### config.mk
export PLATFORM = sky130hd
export DESIGN_NAME = burst_read_ctrl
export DESIGN_NICKNAME = d
export VERILOG_FILES = /design/src/rtl/burst_pkg.sv /design/src/rtl/burst_lead_timer.sv /design/src/rtl/burst_addr_counter.sv /design/src/rtl/burst_seq_fsm.sv /design/src/rtl/burst_read_ctrl.sv
export SDC_FILE = /design/constraint.sdc
export NUM_CORES = 1
export LEC_CHECK = 0
export BUFFER_PORTS_ARGS = -buffer_cell sky130_fd_sc_hd__buf_2
export CORE_MARGIN = 1.5
export CORE_UTILIZATION = 48
export CTS_CLUSTER_DIAMETER = 200
export DETAILED_ROUTE_END_ITERATION = 10
export PLACE_DENSITY_LB_ADDON = 0.25
export SETUP_SLACK_MARGIN = 0.5
export SLEW_MARGIN = 0
export SYNTH_ARGS = -nofsm -noshare
export SYNTH_HDL_FRONTEND = slang
export SYNTH_SLANG_ARGS = --single-unit
### constraint.sdc
create_clock -name clk -period 1.9 [get_ports clk]
set_input_delay 0.19 -clock clk [delete_from_list [all_inputs] [get_ports clk]]
set_output_delay 0.19 -clock clk [all_outputs]
set_load 0.005 [all_outputs]
### src/rtl/burst_pkg.sv
package burst_pkg;

    typedef enum logic [1:0] {
        ST_IDLE   = 2'd0,
        ST_LEAD   = 2'd1,
        ST_STREAM = 2'd2,
        ST_BUBBLE = 2'd3
    } burst_state_t;

endpackage

### src/rtl/burst_lead_timer.sv
module burst_lead_timer #(
    parameter int MIN_WAIT = 4,
    parameter int SEL_W    = 2
) (
    input  logic             clk,
    input  logic             rst_n,
    input  logic             load,
    input  logic [SEL_W-1:0] wait_sel,
    input  logic             psave,
    output logic             expired
);
    localparam int MAX_LEAD = MIN_WAIT + (1 << SEL_W) - 1;
    localparam int CNT_W    = $clog2(MAX_LEAD + 1);

    logic [CNT_W-1:0] cnt_q;
    logic [CNT_W-1:0] load_val;

    // Reads are issued one cycle before the word shows, so the lead is W-1 (+1 in power-save).
    always_comb begin
        load_val = CNT_W'(MIN_WAIT - 1) + CNT_W'(wait_sel) + CNT_W'(psave);
    end

    always_ff @(posedge clk or negedge rst_n) begin
        if (!rst_n) begin
            cnt_q <= '0;
        end else if (load) begin
            cnt_q <= load_val;
        end else if (cnt_q != '0) begin
            cnt_q <= cnt_q - 1'b1;
        end
    end

    assign expired = (cnt_q == '0);

    p_lead_nonzero_r2: assert property (@(posedge clk) disable iff (!rst_n)
        load |=> !expired);

endmodule

### src/rtl/burst_addr_counter.sv
module burst_addr_counter #(
    parameter int ADDR_W  = 21,
    parameter int GROUP_W = 6
) (
    input  logic              clk,
    input  logic              rst_n,
    input  logic              load,
    input  logic [ADDR_W-1:0] start_addr,
    input  logic              advance,
    output logic [ADDR_W-1:0] ptr,
    output logic              at_group_end
);
    logic [ADDR_W-1:0] ptr_q;

    generate
        if (GROUP_W > ADDR_W) begin : g_bad_cfg
            initial $error("GROUP_W must not exceed ADDR_W");
        end
    endgenerate

    always_ff @(posedge clk or negedge rst_n) begin
        if (!rst_n) begin
            ptr_q <= '0;
        end else if (load) begin
            ptr_q <= start_addr;
        end else if (advance) begin
            ptr_q <= ptr_q + 1'b1;
        end
    end

    assign ptr          = ptr_q;
    assign at_group_end = &ptr_q[GROUP_W-1:0];

    p_wrap_to_zero_r5: assert property (@(posedge clk) disable iff (!rst_n)
        (advance && !load && (&ptr_q)) |=> (ptr_q == '0));

endmodule

### src/rtl/burst_seq_fsm.sv
module burst_seq_fsm
    import burst_pkg::*;
(
    input  logic         clk,
    input  logic         rst_n,
    input  logic         start,
    input  logic         halt,
    input  logic         psave_in,
    input  logic         lead_done,
    input  logic         at_group_end,
    output burst_state_t state,
    output logic         issue
);
    burst_state_t state_q, state_d;
    logic         psave_q, psave_d;

    always_ff @(posedge clk or negedge rst_n) begin
        if (!rst_n) begin
            state_q <= ST_IDLE;
            psave_q <= 1'b0;
        end else begin
            state_q <= state_d;
            psave_q <= psave_d;
        end
    end

    always_comb begin
        state_d = state_q;
        psave_d = psave_q;
        issue   = 1'b0;
        if (start) begin
            state_d = ST_LEAD;
            psave_d = psave_in;
        end else if (halt) begin
            state_d = ST_IDLE;
        end else begin
            unique case (state_q)
                ST_IDLE: state_d = ST_IDLE;
                ST_LEAD: begin
                    if (lead_done) begin
                        issue   = 1'b1;
                        state_d = (at_group_end || psave_q) ? ST_BUBBLE : ST_STREAM;
                    end
                end
                ST_STREAM: begin
                    issue   = 1'b1;
                    state_d = at_group_end ? ST_BUBBLE : ST_STREAM;
                end
                ST_BUBBLE: state_d = ST_STREAM;
                default:   state_d = ST_IDLE;
            endcase
        end
    end

    assign state = state_q;

    p_stop_on_ce_r6: assert property (@(posedge clk) disable iff (!rst_n)
        halt |=> (state_q == ST_IDLE));

    p_restart_lead_r7: assert property (@(posedge clk) disable iff (!rst_n)
        start |=> (state_q == ST_LEAD && !issue));

    p_ps_second_gap_r8: assert property (@(posedge clk) disable iff (!rst_n)
        (state_q == ST_LEAD && lead_done && psave_q && !start && !halt)
            |=> (state_q == ST_BUBBLE));

endmodule

### src/rtl/burst_read_ctrl.sv
module burst_read_ctrl
    import burst_pkg::*;
#(
    parameter int ADDR_W   = 21,
    parameter int DATA_W   = 16,
    parameter int GROUP_W  = 6,
    parameter int SEL_W    = 2,
    parameter int MIN_WAIT = 4
) (
    input  logic              clk,
    input  logic              rst_n,
    input  logic              ce_n,
    input  logic              adv_n,
    input  logic [ADDR_W-1:0] addr_in,
    input  logic [SEL_W-1:0]  wait_sel,
    input  logic              psave,
    output logic              mem_rd,
    output logic [ADDR_W-1:0] mem_addr,
    input  logic [DATA_W-1:0] mem_data,
    output logic [DATA_W-1:0] dout,
    output logic              dout_oe,
    output logic              rdy
);
    burst_state_t state;
    logic         start;
    logic         issue;
    logic         lead_done;
    logic         at_group_end;
    logic         valid_q;
    logic [ADDR_W-1:0] ptr;

    assign start = !ce_n && !adv_n;

    burst_lead_timer #(
        .MIN_WAIT (MIN_WAIT),
        .SEL_W    (SEL_W)
    ) u_timer (
        .clk      (clk),
        .rst_n    (rst_n),
        .load     (start),
        .wait_sel (wait_sel),
        .psave    (psave),
        .expired  (lead_done)
    );

    burst_addr_counter #(
        .ADDR_W  (ADDR_W),
        .GROUP_W (GROUP_W)
    ) u_addr (
        .clk          (clk),
        .rst_n        (rst_n),
        .load         (start),
        .start_addr   (addr_in),
        .advance      (issue),
        .ptr          (ptr),
        .at_group_end (at_group_end)
    );

    burst_seq_fsm u_fsm (
        .clk          (clk),
        .rst_n        (rst_n),
        .start        (start),
        .halt         (ce_n),
        .psave_in     (psave),
        .lead_done    (lead_done),
        .at_group_end (at_group_end),
        .state        (state),
        .issue        (issue)
    );

    // Array returns data one cycle after the read; ready tracks it with one flop.
    always_ff @(posedge clk or negedge rst_n) begin
        if (!rst_n) begin
            valid_q <= 1'b0;
        end else begin
            valid_q <= issue;
        end
    end

    always_comb begin
        dout_oe  = rst_n && !ce_n && (state != ST_IDLE);
        rdy      = dout_oe && valid_q;
        dout     = dout_oe ? mem_data : '0;
        mem_rd   = rst_n && issue;
        mem_addr = ptr;
    end

    p_addr_step_r3: assert property (@(posedge clk) disable iff (!rst_n)
        (mem_rd && $past(mem_rd)) |-> (mem_addr == $past(mem_addr) + 1'b1));

    p_group_gap_r4: assert property (@(posedge clk) disable iff (!rst_n)
        (mem_rd && (&mem_addr[GROUP_W-1:0])) |=> !mem_rd);

    p_ready_has_oe_r11: assert property (@(posedge clk) disable iff (!rst_n)
        (mem_rd && !ce_n && adv_n) |=> (rdy || ce_n || !adv_n));

endmodule

**Word level (Yosys, flattened, before mapping)**

Cells that the tools add are included.

- Add/subtract/negate cells: 4
- Equality and inequality tests: 4
- Reduce and logical (&&, ||, !) cells: 15
- Multiplexer cells: 15

Operators by type and width:

| operator | number |
|---|---|
| $mux W21 | 2 |
| $add A21 B1 Y21 const B | 1 |
| $mux W16 | 1 |
| $pmux W2 S4 | 1 |
| $mux W2 | 3 |
| $mux W3 | 2 |
| $reduce_and A6 Y1 | 1 |
| $reduce_bool A2 Y1 | 3 |
| $logic_and A1 B1 Y1 | 5 |
| $mux W1 | 5 |
| $eq A2 B2 Y1 const B | 2 |
| $ne A4 B4 Y1 const B | 1 |
| $add A2 B2 Y3 const A | 1 |
| $add A3 B1 Y3 | 1 |
| $logic_not A3 Y1 | 1 |
| $reduce_bool A3 Y1 | 1 |
| $sub A3 B1 Y3 const B | 1 |
| $eq A2 B1 Y1 const B | 1 |
| $logic_not A1 Y1 | 2 |
| $logic_not A2 Y1 | 1 |
| $pmux W1 S2 | 1 |
| $logic_or A1 B1 Y1 | 1 |

- Output and inout bits: 40
- Word-level logic and storage cells: 43
- Register bits: 28

**Logic depth before layout (Yosys ltp)**

Gate-level depths: netlist of the first run.

- Depth in word-level cells: 7
- Depth in mapped cells: 9

**Modules after synthesis**

A second synthesis of the first run with hierarchy kept.

- Cell total of the unflattened synthesis: 201
- Area total of the unflattened synthesis: 1908.1 µm²

Modules (own cells, without submodules):

| module | cells each | times used | area an instance (µm²) |
|---|---|---|---|
| burst_addr_counter | 132 | 1 | 1181.1 |
| burst_read_ctrl | 25 | 1 | 302.8 |
| burst_lead_timer | 24 | 1 | 227.7 |
| burst_seq_fsm | 20 | 1 | 196.4 |

**Worst setup path before layout of the first run**

Ideal clock, no wire load.

- Kind: flip-flop to flip-flop
- Start point: register u_fsm.state_q[1] (netlist: u_fsm.state[1])
- End point: register u_addr.ptr_q[9] (netlist: u_addr.ptr[9])
- Buffers on the path: 1
- Slack: 163 ps
- Library setup time: 126 ps
- Stages on the path, launching flop included: 9
- Clock period less this slack: 1737 ps
- Arrival time: 1611 ps
- Path through: dfrtp_1 > inv_1 > ha_1 > nand3b_4 > a21oi_4 > buf_6 > nand3_2 > a21o_1 > a221o_1

- Cells in the longest elaborated chain, start to end: 5

Ends and longest elaborated chain:

| item | line | source |
|---|---|---|
| start: declaration | burst_seq_fsm.sv:14 | `burst_state_t state_q, state_d;` |
| start signal: assignment | burst_seq_fsm.sv:22 | `state_q <= state_d;` |
| $eq A2 B2 Y1 / $eq A2 B1 Y1 (equally long branches) | burst_seq_fsm.sv:37 | `unique case (state_q)` |
| $pmux W1 S2 (*) | burst_seq_fsm.sv:37 |  |
| $mux W1 (*) | burst_seq_fsm.sv:34 | `end else if (halt) begin` |
| $mux W1 (*) | burst_seq_fsm.sv:31 | `if (start) begin` |
| $reduce_bool A2 Y1 (no line) (*) | -- |  |
| end signal: assignment | burst_addr_counter.sv:25 | `ptr_q <= start_addr;` |
| end signal: assignment | burst_addr_counter.sv:27 | `ptr_q <= ptr_q + 1'b1;` |
| end: declaration | burst_addr_counter.sv:13 | `logic [ADDR_W-1:0] ptr_q;` |

Every way passes the cells marked *; elsewhere a longest branch is shown, timed or not.
A chain may end at the register's enable or synchronous reset.

**Worst setup path in the final report of the first run**

- Start point: register u_timer.cnt_q[1]
- End point: register u_addr.ptr_q[3] (netlist: u_addr.ptr[3])

- Cells in the longest elaborated chain, start to end: 6

Ends and longest elaborated chain:

| item | line | source |
|---|---|---|
| start: declaration | burst_lead_timer.sv:15 | `logic [CNT_W-1:0] cnt_q;` |
| start signal: assignment | burst_lead_timer.sv:27 | `cnt_q <= load_val;` |
| start signal: assignment | burst_lead_timer.sv:29 | `cnt_q <= cnt_q - 1'b1;` |
| $logic_not A3 Y1 | burst_lead_timer.sv:33 | `assign expired = (cnt_q == '0);` |
| $mux W1 | burst_seq_fsm.sv:40 | `if (lead_done) begin` |
| $pmux W1 S2 | burst_seq_fsm.sv:37 |  |
| $mux W1 | burst_seq_fsm.sv:34 |  |
| $mux W1 | burst_seq_fsm.sv:31 |  |
| $reduce_bool A2 Y1 (no line) | -- |  |

No other way between the ends.

==> impl_metrics.toml, run 1 <==
[setup_path]
path_cells = "inv_2 > ha_4 > nand3b_4 > a21oi_4 > buf_6 > nand2_2 > a21o_1 > a221o_1"
max_stage_delay_ps = 430
worstSetupStartpointType = "register"
cp_max_fo = 7
critPathSlowestCell = "dfrtp_1"
cp.arrival_ps = 2070
path_class = "register to register"
critPathBufInv = 2
cpLargestDelayFamily = "compound AO/OA/AOI/OAI gates"
cp.required_ps = 2080
worstSetupEndpointType = "register"

[placed_design]
post-place-ws_ps = 40.5
placedCellCount = 350
dp_hpwl_mm = 3.99
placement.io_buffers = 83
gp_congestion = 0.839

[cts]
numCtsBuffers = 3
htree_levels = 1
cts.sinks = 28
cts_root_buf = "clkbuf_8"
clkTransAtPathRegs_ps = 100
clock_latency_ps = 280
clockBufferDepth = 2
tritoncts = "done"

[timing]
final.setup_skew_ps = 5.94
layout_setup_ws_ps = 6.97
finalCriticalPeriod_ps = 1890
rsz0062_at_grt = "yes"
maxSlewHeadroom_pct = 73.7
slew_viol_final = 0
whs_ps = -48.0
tns_ps = 0
clock.fmax_ghz = 0.528
setup_violations = 0
tightest_slew_ps = 395
period_share_pct = 99.6
hold_viol_final = 28

[outcome]
status = "finished with violations"
violations = "negative hold slack"

[synthesis]
avgSynthCellArea_um2 = 8.80
synth_warnings = 0
synth_cells = 220
seq_area_frac_synth_pct = 36.2
synth_seq_cells = 28
yosysTopAreaCellShare_pct = 36.2
synth_area_leaders = "dfrtp_1 (36%), and2_1 (5.5%), ha_1 (5.2%)"
syn_nets = 272
synth_top_area_cell = "dfrtp_1"
synth_cell_types = 49
netlist_area_um2 = 1940

[pwr]
p_per_area_nw_per_um2 = 697
leakage_nw = 1.49
swShare_pct = 34.3
p_total_mw = 2.23
internal_power_mw = 1.47
p_switching_uw = 764
power_frac_seq_pct = 38.4
p_clk_share_pct = 21.8
p_comb_share_pct = 39.8
ir_drop_uv = 525

[finish]
mostFrequentLayoutCells = "buf_2 (70), buf_6 (29), dfrtp_1 (27)"
drive_above_1_share_pct = 59.6
final_common_cell = "buf_2"
area_delta_synth_final_pct = 65.2
fin_util_pct = 84.8
nets = 392
finalNonFillerCells = 387
fillers = 217
insertedDiodeCount = 0
seqCellArea_um2 = 702
multi_input_area_um2 = 1450

[grt]
track_usage_pct = 27.2
grt_antenna_before_repair = 0
gr-total-overflow = 0
grt_pass1_vias = 2001
grt_first_pass_wirelength_mm = 9.23
grt_start_max_net_pins = 30

[routing]
wl_met1_mm = 2.73
met2_length_mm = 3.33
top_layer = "met4"
drtAntennaViolNets = 0
first_pass_iters = 5
wl_per_cell_um = 17.6
wirelength_mm = 6.79
drt-initial-drc-count = 140
wl_met3_um = 578
vias_per_cell = 5.90
drcViolationCount = 0
vias = 2283

[die]
dieArea_um2 = 4420
rows = 22
die_y_um = 66.5
core_area_um2 = 3770
initial_core_util_pct = 51.4
die_w_um = 66.5
io_pins = 84

[flow_run]
max-cap-violations = 0

[min_path]
worstHoldPathType = "primary input to asynchronous set/reset pin"
==> power groups by stage <==
stage,registers (mW),clock network (mW),logic [mW]
after global placement,0.842,0,0.596
after detailed placement,0.848,0,0.610
after CTS,0.830,0.479,0.701
after global routing,0.868,0.507,0.959
final,0.856,0.486,0.888
after floorplan,0.826,0,0.403
==> worst reg2reg max path: stages, from the launching register on <==
cell      delay [ps]
dfrtp_1          430
inv_2            110
ha_4             160
nand3b_4         100
a21oi_4          300
buf_6            190
nand2_2           70
a21o_1           150
a221o_1          280
==> area by class of cell <==
type                       instances  share of cell area (%)
inverter                          11                    1.53
tap                               48                    1.88
sequential                        28                    21.9
timing repair buffer             124                    27.0
clock buffer                       3                    1.29
clock inverter                     1                   0.939
multi-input combinational        172                    45.4
==> state kept, by name, indices dropped and copies added, names as in the netlist <==
name,flops
u_addr.ptr,21
u_fsm.psave_q,1
u_fsm.state,2
u_timer.cnt_q,3
valid_q,1
==> what timing repair did <==
item,4_1_cts,5_1_grt
resized for setup,23,60
buffers inserted,17,14
pin swaps,16,32
setup endpoints to repair,43,44
cloned,0,2
hold endpoints to repair,28,28
==> logic make-up after synthesis <==
kind of cell / Yosys count / share of synthesized area (%)
xor+xnor: 6 / 2.71
fa+ha+maj: 8 / 5.17
simple gates: 103 / 31.3
flops: 28 / 36.2
compound gates: 54 / 19.6
buf+inv: 21 / 4.97
==> worst paths after layout <==
kind | from | slack [ps] | end | cells after the start
worst max-delay path | u_timer.cnt_q[1]$_DFFE_PN0P_ | 7 | u_addr.ptr[3]$_DFFE_PN0P_ | 8
worst min-delay path | rst_n | -50 | u_addr.ptr[18]$_DFFE_PN0P_ | 2
worst max register to register | u_timer.cnt_q[1]$_DFFE_PN0P_ | 7 | u_addr.ptr[3]$_DFFE_PN0P_ | 8
worst min register to register | u_fsm.psave_q$_DFFE_PN0P_ | 550 | u_fsm.psave_q$_DFFE_PN0P_ | 2
max in group asynchronous | rst_n | 1650 | u_addr.ptr[6]$_DFFE_PN0P_ | 2
min in group clk | addr_in[16] | 120 | u_addr.ptr[16]$_DFFE_PN0P_ | 3
==> synthesized netlist by cell type, drive strengths merged <==
library cell  instances
dfrtp                28
nand2                20
and2                 18
nand3                18
nor2                 15
a21oi                13
inv                  11
ha                    8
o211ai                8
and3                  6
clkbuf                6
a21o                  5
nand4                 5
o22ai                 5
a221o                 4
a22oi                 4
buf                   4
nor3                  4
o21ai                 4
or4                   4
a31oi                 3
or2                   3
xnor2                 3
xor2                  3
a211oi                2
nand2b                2
or3                   2
a2111oi               1
a221oi                1
a22o                  1
a2bb2oi               1
and2b                 1
and4                  1
nand3b                1
nor2b                 1
nor3b                 1
nor4                  1
o21bai                1
o311ai                1
==> stage by stage <==
step	area (um2)	hold slack (ps)
after floorplan	2040	-106
after global placement	2510	274
after detailed placement	2510	262
after CTS	2810	-37.8
after global routing	3200	-23.3
final	3200	-48.0
==> layer usage <==
metal / vias to the layer above / track usage [%]
li1: 1044 / -
met5: - / 0
met3: 18 / 4.05
met1: 1080 / 35.6
met2: 141 / 47.3
met4: 0 / 6.38
(Power assumes the default switching activity.)
==> run 2: changes to the inputs <==
Settings changed: CORE_UTILIZATION 48 to 49, CTS_BUF_LIST set to sky130_fd_sc_hd__clkbuf_4 sky130_fd_sc_hd__clkbuf_8, SYNTH_HIERARCHICAL set to 1.
==> run 2 against run 1 <==
The flow finishes with violations (negative setup slack). Critical path type unchanged. Core utilization decreased by 0.27 points. Critical path depth increased by 3. Cell count decreased by 0.52%. Maximum frequency decreased by 25%. Via count decreased by 6.0%. Register-to-register slack got worse by 630 ps. Sequential share of layout area increased by 0.60 points. Worst hold slack improved by 170 ps. Largest cell class unchanged. Count of clock-buffer cells in the layout increased by 1.
==> impl_metrics.toml, run 2 <==
[cts]
tritoncts = "done"
numCtsBuffers = 3
cts.sinks = 28
clock_latency_ps = 270
cts_root_buf = "clkbuf_8"
clockBufferDepth = 2
htree_levels = 1
clkTransAtPathRegs_ps = 100

[pwr]
leakage_nw = 1.50
power_frac_seq_pct = 37.3
p_comb_share_pct = 46.1
p_clk_share_pct = 16.6
p_per_area_nw_per_um2 = 682
ir_drop_uv = 481
p_total_mw = 2.13
internal_power_mw = 1.41
swShare_pct = 33.6
p_switching_uw = 715

[setup_path]
worstSetupEndpointType = "register"
path_cells = "inv_2 > ha_4 > nand2b_4 > inv_4 > a21oi_4 > nor4b_4 > nand3_1 > or4_4 > buf_6 > or4_1 > nand3_1"
path_class = "register to register"
cp_max_fo = 4
cp.arrival_ps = 2730
crit_top_cell = "nand3_1"
max_stage_delay_ps = 530
ff2ff_setup_slack_ps = -620
cpLargestDelayFamily = "simple AND/OR/NAND/NOR gates"
r2r-start = "u_timer/cnt_q[0]$_DFFE_PN0P_"
cp-startpoint = "u_timer/cnt_q[0]$_DFFE_PN0P_"
path_depth = 11
critPathSlowestCell = "or4_4"
critPathBufInv = 3
cp.required_ps = 2110
crit_end = "u_addr/ptr[19]$_DFFE_PN0P_"
r2r_cells = 11
r2r_end = "u_addr/ptr[19]$_DFFE_PN0P_"
worstSetupStartpointType = "register"

[timing]
rsz0062_at_grt = "yes"
setup_violations = 22
period_share_pct = 133
tightest_slew_ps = 441
hold_viol_final = 0
final.setup_skew_ps = 7.14
maxSlewHeadroom_pct = 70.6
slew_viol_final = 0
clock.fmax_ghz = 0.397
layout_setup_ws_ps = -619
finalCriticalPeriod_ps = 2520

[placed_design]
dp_hpwl_mm = 3.77
placedCellCount = 360
gp_congestion = 0.820
placement.io_buffers = 83
place_area_um2 = 2650

[synthesis]
yosysMostFrequentCell = "dfrtp_1"
async_flop_share_pct = 100
synth-edff-count = 0
synth_area_leaders = "dfrtp_1 (37%), and4bb_2 (7.9%), ha_1 (5.2%)"
yosys.area_share.simple_pct = 34.6
yosysTopAreaCellShare_pct = 36.7
synth_common_cells = "dfrtp_1 (28), nand2_1 (23), o21ai_0 (16), and4bb_2 (12), inv_1 (11)"
synth_cells = 201
seq_area_frac_synth_pct = 36.7
yosys_most_used_dff = "dfrtp_1"
synthMuxAreaShare_pct = 1.11
synth_cell_types = 47
syn_nets = 253
synth-xor-area-share_pct = 5.05
synth_compound_area_share_pct = 12.1
synth_top_area_cell = "dfrtp_1"
netlist_area_um2 = 1910
synth_top_family_by_area = "simple AND/OR/NAND/NOR gates"
avgSynthCellArea_um2 = 9.49
synth_seq_cells = 28
synth_fa_ha_area_share_pct = 5.25
synth_warnings = 6

[finish]
drive_above_1_share_pct = 59.9
nets = 390
insertedDiodeCount = 0
finalNonFillerCells = 385
area_delta_synth_final_pct = 63.5
largest_register_ffs = 21
mostFrequentLayoutCells = "buf_2 (82), buf_4 (43), dfrtp_1 (26)"
final_common_cell = "buf_2"
fillers = 206
final_area_um2 = 3120

[routing]
drt-initial-drc-count = 93
vias_per_cell = 5.57
drtAntennaViolNets = 0
wirelength_mm = 6.27
first_pass_iters = 4
drcViolationCount = 0
vias = 2146
wl_per_cell_um = 16.3

[die]
core_area_um2 = 3690
die_w_um = 65.4
rows = 22
initial_core_util_pct = 51.7
dieArea_um2 = 4280
io_pins = 84
die_y_um = 65.4

[grt]
grt_first_pass_wirelength_mm = 8.69
track_usage_pct = 25.4
gr-total-overflow = 0
grt_antenna_before_repair = 0
grt_pass1_vias = 1941
grt_start_max_net_pins = 47

[flow_run]
max-cap-violations = 0

[min_path]
worstHoldPathType = "primary input to asynchronous set/reset pin"

[outcome]
status = "finished with violations"
violations = "negative setup slack"
[run 2: changes by cell type after synthesis, moves of 8 or more]
| cell | delta |
|---|---|
| a21oi_1 | -11 |
| and2_1 | -15 |
| and4bb_2 | +12 |
| nand3_1 | -9 |
| o211ai_1 | -8 |
| o21ai_0 | +13 |
[run 2: final cells by class]
type | instances | area [um2] | area share (%)
repair buffers | 140 | 901 | 28.9
flip-flops and latches | 28 | 703 | 22.5
multi-input cells | 153 | 1360 | 43.6
inverters | 12 | 47.5 | 1.52
clock buffers | 4 | 48.8 | 1.56
well taps | 48 | 60.1 | 1.93
[run 2: timing repair]
| item | 4_1_cts | 5_1_grt |
|---|---|---|
| setup endpoints to repair | 43 | 44 |
| cloned | 1 | 0 |
| pin swaps | 23 | 26 |
| endpoints found under the hold margin | 8 | 0 |
| gates resized for setup | 27 | 41 |
| setup buffers | 8 | 11 |
| hold buffers | 1 | 0 |
[run 2: worst min path at each step]
stage,from,to,slack [ps]
final,rst_n,u_addr/ptr[5]$_DFFE_PN0P_,120
after global routing,addr_in[7],u_addr/ptr[7]$_DFFE_PN0P_,140
after CTS,rst_n,u_timer/cnt_q[0]$_DFFE_PN0P_,110
after detailed placement,rst_n,u_fsm/state[1]$_DFFE_PN0P_,140
after global placement,rst_n,u_fsm/state[1]$_DFFE_PN0P_,130
after floorplan,rst_n,u_addr/ptr[0]$_DFFE_PN0P_,-110
[run 2: stage by stage]
stage / TNS, ps / hold WS (ps) / worst slack [ps] / utilization, %
after floorplan: -6430 / -106 / -776 / -
after global placement: -5630 / 134 / -606 / 71.9
after detailed placement: -6380 / 136 / -642 / 71.9
after CTS: -5040 / 112 / -548 / 77.5
after global routing: -9130 / 137 / -702 / 84.6
final: -6810 / 118 / -619 / 84.6
[run 2: worst register-to-register path, delay by kind of cell, from the launching register on]
family / cells / cell delay (ps)
AND/OR/NAND/NOR: 6 / 1530
adder cells (fa/ha/maj): 1 / 150
AO/OA/AOI/OAI: 1 / 60
flip-flops: 1 / 410
buffers and inverters: 3 / 300
[run 2: cell families after synthesis]
logic type | count (synthesis)
and+or+nand+nor | 96
AOI/OAI and AO/OA | 35
DFF | 28
buffers and inverters | 21
xor gates and xnor gates | 11
adders and majority gates | 8
muxes | 2
[run 2: metal layers]
layer / wire length [um] / global-route usage [%] / up-vias
met5: 0 / 0 / -
met4: 37 / 3.13 / 0
met3: 427 / 2.57 / 6
met2: 3400 / 49.5 / 105
met1: 2400 / 30.6 / 1021
li1: - / - / 1014
[run 2: power groups by stage]
stage | sequential, mW | combinational [mW] | clock, mW
after floorplan | 0.803 | 0.343 | 0
after global routing | 0.803 | 1.06 | 0.378
after detailed placement | 0.780 | 0.736 | 0
after global placement | 0.777 | 0.717 | 0
after CTS | 0.773 | 0.861 | 0.352
final | 0.793 | 0.981 | 0.353
==> run 3: changes to the inputs <==
Settings changed: CORE_ASPECT_RATIO set to 0.8.
==> run 3 against run 2 <==
The run still ends with negative setup slack left. Total power up 6.2%. Maximum frequency down 1.5%. Wire length up 0.13%. Setup slack worse by 38 ps. Largest power group unchanged.
==> impl_metrics.toml, run 3 (same netlist as run 2, synthesis figures left out) <==
[outcome]
status = "finished with violations"
violations = "negative setup slack"

[setup_path]
cp_max_fo = 5
worstSetupStartpointType = "register"
worstSetupEndpointType = "register"
cp.required_ps = 2100
cp.arrival_ps = 2750
path_class = "register to register"

[routing]
wl_met1_mm = 2.55
wirelength_mm = 6.28
wl_per_cell_um = 16.6
first_pass_iters = 4
drt-initial-drc-count = 158
vias_per_cell = 5.65
top_layer = "met4"
wl_met3_um = 490
drtAntennaViolNets = 0
met2_length_mm = 3.23
vias = 2137
drcViolationCount = 0

[grt]
grt_first_pass_wirelength_mm = 8.69
track_usage_pct = 25.9
grt_start_max_net_pins = 47
grt_pass1_vias = 1929
grt_antenna_before_repair = 0
gr-total-overflow = 0

[timing]
whs_ps = 119
layout_setup_ws_ps = -657
finalCriticalPeriod_ps = 2560
period_share_pct = 135
setup_violations = 23
final.setup_skew_ps = 3.20
maxSlewHeadroom_pct = 68.3
tightest_slew_ps = 469
rsz0062_at_grt = "yes"
clock.fmax_ghz = 0.391
hold_viol_final = 0
slew_viol_final = 0

[placed_design]
placement.io_buffers = 83
place_area_um2 = 2590
dp_hpwl_mm = 3.65
gp_congestion = 0.807

[min_path]
worstHoldPathType = "primary input to register"

[die]
dieArea_um2 = 4280
initial_core_util_pct = 50.8
die_w_um = 72.8
die_y_um = 58.8
core_area_um2 = 3750
rows = 20
io_pins = 84

[finish]
final_area_um2 = 3100
drive_above_1_share_pct = 59.6
largest_register_ffs = 21
fin_util_pct = 82.7
final_common_cell = "buf_2"
nets = 387
area_delta_synth_final_pct = 62.7
insertedDiodeCount = 0
mostFrequentLayoutCells = "buf_2 (82), buf_4 (37), dfrtp_1 (27)"

[pwr]
ir_drop_uv = 628
p_per_area_nw_per_um2 = 728
leakage_nw = 1.47
p_total_mw = 2.26

[cts]
clockBufferDepth = 2
htree_levels = 1
clock_latency_ps = 280
cts.sinks = 28
hold_buffers = 0
clkTransAtPathRegs_ps = 100
numCtsBuffers = 3
cts_root_buf = "clkbuf_8"
tritoncts = "done"

[flow_run]
max-cap-violations = 0
run 3: cell type report:
type	instances	area (um2)
clock buffer	3	41.3
clock inverter	1	30.0
fill	220	649
inverter	12	47.5
multi-input combinational	153	1330
sequential	28	702
tap	44	55.1
timing repair buffer	137	903
run 3: final timing paths:
path | from | to | slack (ps) | cells past startpoint
max | u_fsm/state[1]$_DFFE_PN0P_ | u_addr/ptr[13]$_DFFE_PN0P_ | -660 | 9
min | addr_in[5] | u_addr/ptr[5]$_DFFE_PN0P_ | 120 | 3
max reg2reg | u_fsm/state[1]$_DFFE_PN0P_ | u_addr/ptr[13]$_DFFE_PN0P_ | -660 | 9
min reg2reg | u_fsm/psave_q$_DFFE_PN0P_ | u_fsm/psave_q$_DFFE_PN0P_ | 590 | 1
max in group asynchronous | rst_n | u_addr/ptr[2]$_DFFE_PN0P_ | 1470 | 2
min in group asynchronous | rst_n | u_timer/cnt_q[2]$_DFFE_PN0P_ | 130 | 2
run 3: worst max-delay path, stage by stage, from the launching register on:
cell,delay (ps)
dfrtp_1,420
inv_1,100
ha_1,240
a21oi_4,80
nor4b_4,240
nand3_1,120
or4_4,600
buf_6,160
or3_1,320
a31oi_1,190
run 3: power by group:
part	internal [mW]	total [mW]	switching, mW
clock network	0.282	0.473	0.191
logic	0.551	1.00	0.450
registers	0.695	0.784	0.0886
run 3: what timing repair did:
item / in CTS / in global routing
gates resized for setup: 47 / 19
cloned: 1 / 0
setup buffers: 19 / 5
pin swaps: 20 / 10
setup endpoints to repair: 43 / 44
run 3: through the flow:
stage	TNS, ps	cells	worst slack [ps]
6_report	-10830	378	-657
5_1_grt	-12590	378	-730
4_1_cts	-8430	373	-562
3_5_place_dp	-6760	349	-723
3_3_place_gp	-5540	349	-616
2_1_floorplan	-6430	201	-776
run 3: routing by layer:
metal / vias up / global-route usage (%)
li1: 1004 / -
met1: 1020 / 33.5
met2: 111 / 46.5
met3: 2 / 4.45
met4: 0 / 4.04
met5: - / 0
